--- config.mk ---
export PLATFORM = sky130hd
export DESIGN_NAME = stuck_bus_guard
export DESIGN_NICKNAME = d
export VERILOG_FILES = /design/src/rtl/stuck_pkg.sv /design/src/rtl/stuck_low_timer.sv /design/src/rtl/recovery_seq.sv /design/src/rtl/stuck_bus_guard.sv
export SDC_FILE = /design/constraint.sdc
export NUM_CORES = 1
export LEC_CHECK = 0
export ABC_CLOCK_PERIOD_IN_PS = 4100
export BUFFER_PORTS_ARGS = -buffer_cell sky130_fd_sc_hd__buf_2
export CORE_ASPECT_RATIO = 0.8
export CORE_MARGIN = 2
export CORE_UTILIZATION = 50
export DETAILED_ROUTE_END_ITERATION = 6
export HOLD_SLACK_MARGIN = 0.15
export PLACE_DENSITY_LB_ADDON = 0.2
export SETUP_SLACK_MARGIN = 0.4
export SLEW_MARGIN = 20
export SYNTH_ARGS = -nofsm -noshare
export SYNTH_HDL_FRONTEND = slang
export SYNTH_SLANG_ARGS = --single-unit
--- constraint.sdc ---
create_clock -name clk -period 4.1 [get_ports clk]
set_input_delay 0.82 -clock clk [delete_from_list [all_inputs] [get_ports clk]]
set_output_delay 0.82 -clock clk [all_outputs]
set_load 0.05 [all_outputs]
--- src/rtl/stuck_pkg.sv ---
package stuck_pkg;

    typedef enum logic [2:0] {
        SQ_MON,    // lines are being timed
        SQ_FLAG,   // fault flagged, manual mode
        SQ_CLOCK,  // recovery pulses on SCL
        SQ_STOP,   // stop condition: SDA held low, SCL released
        SQ_HOLD    // recovery done, line still stuck
    } seq_state_e;

    localparam int unsigned NUM_LINES = 2;
    localparam int unsigned LINE_SDA  = 0;
    localparam int unsigned LINE_SCL  = 1;

endpackage

--- src/rtl/stuck_low_timer.sv ---
module stuck_low_timer #(
    parameter int unsigned LIMIT = 1000
) (
    input  logic clk,
    input  logic rst_n,
    input  logic run,
    input  logic line_i,
    output logic stuck_o
);
    localparam int unsigned CNT_W = $clog2(LIMIT + 1);

    logic [CNT_W-1:0] cnt_d, cnt_q;

    always_comb begin
        cnt_d = cnt_q;
        if (!run || line_i) begin
            cnt_d = '0;
        end else if (cnt_q != CNT_W'(LIMIT)) begin
            cnt_d = cnt_q + 1'b1;
        end
    end

    always_ff @(posedge clk or negedge rst_n) begin
        if (!rst_n) cnt_q <= '0;
        else        cnt_q <= cnt_d;
    end

    assign stuck_o = (cnt_q == CNT_W'(LIMIT));


    stuck_only_after_low_chk: assert property (@(posedge clk) disable iff (!rst_n)
        $rose(stuck_o) |-> $past(run && !line_i));

endmodule

--- src/rtl/recovery_seq.sv ---
module recovery_seq
    import stuck_pkg::*;
#(
    parameter int unsigned HALF_CYC   = 10,
    parameter int unsigned MAX_PULSES = 16,
    parameter int unsigned STOP_CYC   = 30
) (
    input  logic clk,
    input  logic rst_n,
    input  logic en,
    input  logic auto_en,
    input  logic sda_in,
    input  logic scl_in,
    input  logic sda_stuck,
    input  logic scl_stuck,
    output logic timers_run,
    output logic fault_o,
    output logic disc_o,
    output logic scl_pull_o,
    output logic sda_pull_o
);
    localparam int unsigned HALF_W  = $clog2(HALF_CYC + 1);
    localparam int unsigned PULSE_W = $clog2(MAX_PULSES + 1);
    localparam int unsigned STOP_W  = $clog2(STOP_CYC + 1);

    typedef struct packed {
        seq_state_e         st;
        logic               fault;
        logic               disc;
        logic               scl_pull;
        logic               sda_pull;
        logic               stk_sda;
        logic               stk_scl;
        logic [HALF_W-1:0]  half;
        logic [PULSE_W-1:0] pulses;
        logic [STOP_W-1:0]  stop;
    } seq_t;

    localparam seq_t SEQ_RESET = '{
        st: SQ_MON, fault: 1'b0, disc: 1'b0, scl_pull: 1'b0, sda_pull: 1'b0,
        stk_sda: 1'b0, stk_scl: 1'b0, half: '0, pulses: '0, stop: '0};

    seq_t q, d;
    logic released;
    logic start_stop;

    always_comb begin
        d          = q;
        start_stop = 1'b0;
        released   = (!q.stk_sda || sda_in) &&
                     (!q.stk_scl || (scl_in && !q.scl_pull));
        if (!en) begin
            d = SEQ_RESET;
        end else begin
            unique case (q.st)
                SQ_MON: begin
                    if (sda_stuck || scl_stuck) begin
                        d.fault   = 1'b1;
                        d.stk_sda = sda_stuck;
                        d.stk_scl = scl_stuck;
                        if (auto_en) begin
                            d.st       = SQ_CLOCK;
                            d.disc     = 1'b1;
                            d.scl_pull = 1'b1;
                            d.half     = '0;
                            d.pulses   = '0;
                        end else begin
                            d.st = SQ_FLAG;
                        end
                    end
                end
                SQ_FLAG: begin
                    if (sda_in && scl_in) begin
                        d.st    = SQ_MON;
                        d.fault = 1'b0;
                    end
                end
                SQ_CLOCK: begin
                    if (released) begin
                        d.fault    = 1'b0;
                        start_stop = 1'b1;
                    end else if (q.half == HALF_W'(HALF_CYC - 1)) begin
                        d.half = '0;
                        if (q.scl_pull) begin
                            d.scl_pull = 1'b0;
                        end else if (q.pulses == PULSE_W'(MAX_PULSES - 1)) begin
                            start_stop = 1'b1;
                        end else begin
                            d.pulses   = q.pulses + 1'b1;
                            d.scl_pull = 1'b1;
                        end
                    end else begin
                        d.half = q.half + 1'b1;
                    end
                    if (start_stop) begin
                        d.st       = SQ_STOP;
                        d.scl_pull = 1'b0;
                        d.sda_pull = 1'b1;
                        d.stop     = '0;
                    end
                end
                SQ_STOP: begin
                    if (q.stop == STOP_W'(STOP_CYC - 1)) begin
                        d.sda_pull = 1'b0;
                        d.disc     = q.fault;
                        d.st       = q.fault ? SQ_HOLD : SQ_MON;
                    end else begin
                        d.stop = q.stop + 1'b1;
                    end
                end
                SQ_HOLD: begin
                    if (sda_in && scl_in) begin
                        d.st    = SQ_MON;
                        d.fault = 1'b0;
                        d.disc  = 1'b0;
                    end
                end
                default: d = SEQ_RESET;
            endcase
        end
    end

    always_ff @(posedge clk or negedge rst_n) begin
        if (!rst_n) q <= SEQ_RESET;
        else        q <= d;
    end

    assign timers_run = en && (q.st == SQ_MON);
    assign fault_o    = q.fault;
    assign disc_o     = q.disc;
    assign scl_pull_o = q.scl_pull;
    assign sda_pull_o = q.sda_pull;


    disc_with_fault_chk: assert property (@(posedge clk) disable iff (!rst_n)
        $rose(disc_o) |-> fault_o);


    disc_needs_auto_chk: assert property (@(posedge clk) disable iff (!rst_n)
        $rose(disc_o) |-> $past(auto_en));


    enable_clears_chk: assert property (@(posedge clk) disable iff (!rst_n)
        !en |=> (!fault_o && !disc_o && !scl_pull_o && !sda_pull_o));


    pulls_exclusive_chk: assert property (@(posedge clk) disable iff (!rst_n)
        !(scl_pull_o && sda_pull_o));


    clock_only_split_chk: assert property (@(posedge clk) disable iff (!rst_n)
        scl_pull_o |-> disc_o);

endmodule

--- src/rtl/stuck_bus_guard.sv ---
module stuck_bus_guard
    import stuck_pkg::*;
#(
    parameter int unsigned CLK_FREQ_HZ   = 50_000_000,
    parameter int unsigned STUCK_TIME_US = 30_000,
    parameter int unsigned RECOV_CLK_HZ  = 8_500,
    parameter int unsigned STOP_HOLD_US  = 125,
    parameter int unsigned MAX_PULSES    = 16
) (
    input  logic clk,
    input  logic rst_n,
    input  logic en,
    input  logic auto_disc_en,
    input  logic sda_in,
    input  logic scl_in,
    output logic fault,
    output logic ready,
    output logic disc_req,
    output logic scl_pull,
    output logic sda_pull
);
    localparam int unsigned CYC_PER_US = CLK_FREQ_HZ / 1_000_000;
    localparam int unsigned STUCK_CYC  = CYC_PER_US * STUCK_TIME_US;
    localparam int unsigned HALF_CYC   = CLK_FREQ_HZ / (2 * RECOV_CLK_HZ);
    localparam int unsigned STOP_CYC   = CYC_PER_US * STOP_HOLD_US;

    logic [NUM_LINES-1:0] line_lvl;
    logic [NUM_LINES-1:0] line_stuck;
    logic                 timers_run;

    assign line_lvl[LINE_SDA] = sda_in;
    assign line_lvl[LINE_SCL] = scl_in;

    for (genvar g = 0; g < NUM_LINES; g++) begin : g_timer
        stuck_low_timer #(.LIMIT(STUCK_CYC)) u_timer (
            .clk     (clk),
            .rst_n   (rst_n),
            .run     (timers_run),
            .line_i  (line_lvl[g]),
            .stuck_o (line_stuck[g])
        );
    end

    recovery_seq #(
        .HALF_CYC   (HALF_CYC),
        .MAX_PULSES (MAX_PULSES),
        .STOP_CYC   (STOP_CYC)
    ) u_seq (
        .clk        (clk),
        .rst_n      (rst_n),
        .en         (en),
        .auto_en    (auto_disc_en),
        .sda_in     (sda_in),
        .scl_in     (scl_in),
        .sda_stuck  (line_stuck[LINE_SDA]),
        .scl_stuck  (line_stuck[LINE_SCL]),
        .timers_run (timers_run),
        .fault_o    (fault),
        .disc_o     (disc_req),
        .scl_pull_o (scl_pull),
        .sda_pull_o (sda_pull)
    );

    assign ready = en && !disc_req;

endmodule

==> key figures <==
Drt
  – # DRC: 0
  – Mean routed wirelength per cell: between 15 and 20 um
  – DRT antenna net count: 0
  – DRT Pass-1 Iters: 5
  – Vias per cell: approximately 5.8
  – Initial DRC Count: about 240
  – Via count: roughly 3500
  – Total Wirelength: slightly above 9000 um

Clock network
  – CTS H-tree lvls: 3
  – Clock Path Buffers: 2
  – Setup repair bufs after CTS: 0
  – Root buffer cell: clkbuf_8
  – CTS tree: yes
  – Num CTS Buffers: 9
  – Clk pin slew, worst setup/hold paths: 90 ps
  – PostCTS Resize Cnt: 0
  – Clk sink count: a little over 80
  – Hold Buf Count CTS: 0
  – Clock latency on the worst-skew pair: 380 ps

Worst setup path
  – R2r setup slk: between 1500 and 2000 ps
  – Reg2reg end: u_seq.q[23]
  – Critical path arrival: between 2000 and 3000 ps
  – Crit path capture type: flop
  – Worst r2r path cells: 6
  – CP required: between 4000 and 5000 ps
  – Critical path startpoint category: input port
  – Worst setup path category: in -> reg
  – Critical R2R Launch: u_seq.q[38]
  – Critical path peak fanout: 12

Pwr
  – Power share of the clock group: roughly a third
  – Switch share: 32.5%
  – Pint: around 1300 uW
  – Total Power: around 1900 uW
  – Pwr/cell area: 387 nW/um^2
  – Psw: 606 uW
  – Comb pwr share: 19.9%
  – Leakage power: ~0.0020 uW
  – Sequential share of power: a little under half
  – VDD IR max: about 0.35 mV

Timing
  – RSZ-0062 raised after global routing: false
  – Final Setup Violations: 0
  – Slew headroom: about half
  – Clock skew: about 15 ps
  – Setup_tns: 0 ps
  – F_max: around 380 MHz
  – Final Max Slew Viols: 0
  – Final WS setup: approximately 1500 ps
  – Minimum clock period: between 2000 and 3000 ps
  – Slew @ Worst Pin: roughly 730 ps
  – Tcrit/Tclk final: 64.0%
  – Final hold vios: 0

Finish
  – Layout cells sized above 1: approximately 8.5%
  – Layout area overhead: 7.44%
  – Final net count: roughly 510
  – Fillers: roughly 770
  – Register area: about 2000 sq um
  – Final instance area: 4820 sq um
  – N_diodes: 0
  – Multi-input gate area: 2320 sq um
  – Post-Route Utilization: 56.1%

Global route
  – Initial antenna violation count: 0
  – First-pass GRT wire length: approximately 16000 um
  – Vias in the first global route: around 3300
  – Congestion Overflow GR: 0
  – Pin count of the biggest net entering global routing: 82
  – Total GRT Usage: a little over a fifth

Yosys
  – Post-Syn Nets: roughly 500
  – Post-Syn Area: 4490 sq um
  – EDFF count, synth: 0
  – Async set-reset flop share out of synthesis: between 90% and 100%
  – Yosys warns: 0
  – Synth top area share: 45.2%
  – Netlist cell types: about 60
  – Synth Flop Type: dfrtp_1
  – Yosys reg bits: slightly above 80
  – Dominant cells by area after synthesis: dfrtp_1, nor2_1, nand3_1, xor2_1, xnor2_1
  – Syn Inst Count: around 490
  – Syn Area/Cell: approximately 9.2 sq um
  – Largest area contributor in the netlist: dfrtp_1
  – Sequential share of the synthesized area: 45.2%

Placement
  – I/O Buffers: 10
  – Post-DP HPWL: between 6000 and 7000 um
  – Routability cong.: between 0.8 and 0.9
  – Cell Area, Placed: 4610 sq um
  – Pre-CTS worst setup slack: ~1100 ps

Worst hold path
  – Hold WC Path Type: in -> async

Die
  – Die Y: roughly 89 um
  – Core box area: between 8000 and 9000 sq um
  – FP Rows: 30
  – Die width: 110 um
  – # IOs: 11
  – Die area: ~9800 sq um
  – Initial Util: between 50% and 60%

Job
  – Maxcap violations: 0

Status
  – Outcome: completed
-- sequential cells by signal, summed over array words and instances, names as in the netlist --
signal / flops
u_seq.disc_o: 1
g_timer.u_timer.cnt_q: 42
u_seq.q: 35
u_seq.scl_pull_o: 1
u_seq.fault_o: 1
u_seq.sda_pull_o: 1
-- metal layers --
metal	global-route usage (%)	vias to the layer above	routed length [um]
met5	0	-	0
met4	9.21	0	140
met3	5.67	12	394
met2	31.1	71	4020
met1	29.7	1703	4640
li1	-	1742	-
-- synth_stat cells (all sizes together) (3+ instances only) --
cell	instances
a21oi	25
a31oi	6
a32o	3
and2	7
and3	16
and4	5
clkbuf	16
dfrtp	81
ha	10
inv	18
mux2	3
mux2i	7
nand2	38
nand2b	5
nand3	35
nand4	18
nor2	60
nor2b	7
nor3	10
nor4b	4
nor4bb	4
o211ai	3
o21ai	27
o311ai	5
o31ai	5
or3	6
xnor2	16
xor2	19
-- cells by family (layout without fill, tap and decap cells) --
group | after synthesis | count (layout) | share of synthesized area [%]
mux | 10 | 10 | 2.48
xor+xnor | 35 | 35 | 6.83
fa+ha+maj | 10 | 10 | 2.79
simple gates | 225 | 225 | 27.1
compound gates | 89 | 89 | 12.5
flops | 81 | 81 | 45.2
buf+inv | 36 | 45 | 3.20
-- layout make-up --
class,instances,share of cell area (%)
Clock buffer,12,3.22
Clock inverter,4,1.06
Inverter,18,1.40
Multi-Input combinational cell,369,48.1
Sequential cell,81,42.0
Tap cell,112,2.91
Timing Repair Buffer,11,1.32
-- stage by stage --
stage / instances / hold slack, ps
final: 607 / 461
after global placement: 591 / 461
after floorplan: 486 / 438
after global routing: 607 / 522
after CTS: 607 / 490
after detailed placement: 591 / 476
-- cell usage in the layout, fill, tap and decap left out, types with 2 or more instances in the layout --
| master | n |
|---|---|
| a21o_1 | 2 |
| or2_2 | 2 |
| and2_1 | 7 |
| o211ai_1 | 3 |
| nand2_1 | 37 |
| inv_1 | 18 |
| o311ai_0 | 5 |
| xnor2_1 | 16 |
| nor2b_1 | 6 |
| nor2_1 | 60 |
| nand2b_1 | 5 |
| a21oi_1 | 25 |
| mux2_4 | 2 |
| mux2i_1 | 7 |
| clkbuf_8 | 11 |
| o31ai_1 | 5 |
| nand4_1 | 17 |
| o21ai_0 | 27 |
| o2bb2ai_1 | 2 |
| nand3_1 | 34 |
| nor3_1 | 9 |
| a31oi_1 | 6 |
| ha_1 | 10 |
| o21a_1 | 2 |
| and3_1 | 15 |
| or3_1 | 6 |
| buf_2 | 9 |
| a32o_1 | 3 |
| xor2_1 | 19 |
| nor4bb_1 | 4 |
| dfrtp_1 | 81 |
| and4_1 | 4 |
| nor4b_1 | 4 |
-- power by group through the flow --
stage | Combinational, uW | Sequential, uW | Clock (uW)
after floorplan | 259 | 914 | 0
after global placement | 366 | 897 | 0
after detailed placement | 373 | 898 | 0
after CTS | 375 | 882 | 635
after global routing | 416 | 889 | 665
final | 371 | 884 | 613
-- critical path, cell delays in order --
cell and delay, ps:
buf_2 210, nor2b_2 270, and3_1 340, and2_1 420, nand2_2 210, or4_1 510
o211ai_1 110
-- worst max path at each step --
stage / from / to / slack [ps]
3_3_place_gp: en / u_seq.q[23] / 1190
6_report: en / u_seq.q[23] / 1480
2_1_floorplan: en / ready / 1470
3_5_place_dp: en / u_seq.q[23] / 1150
4_1_cts: en / u_seq.q[23] / 1520
5_1_grt: en / u_seq.q[23] / 1400
Note: power is estimated with default switching activity, not from simulation.
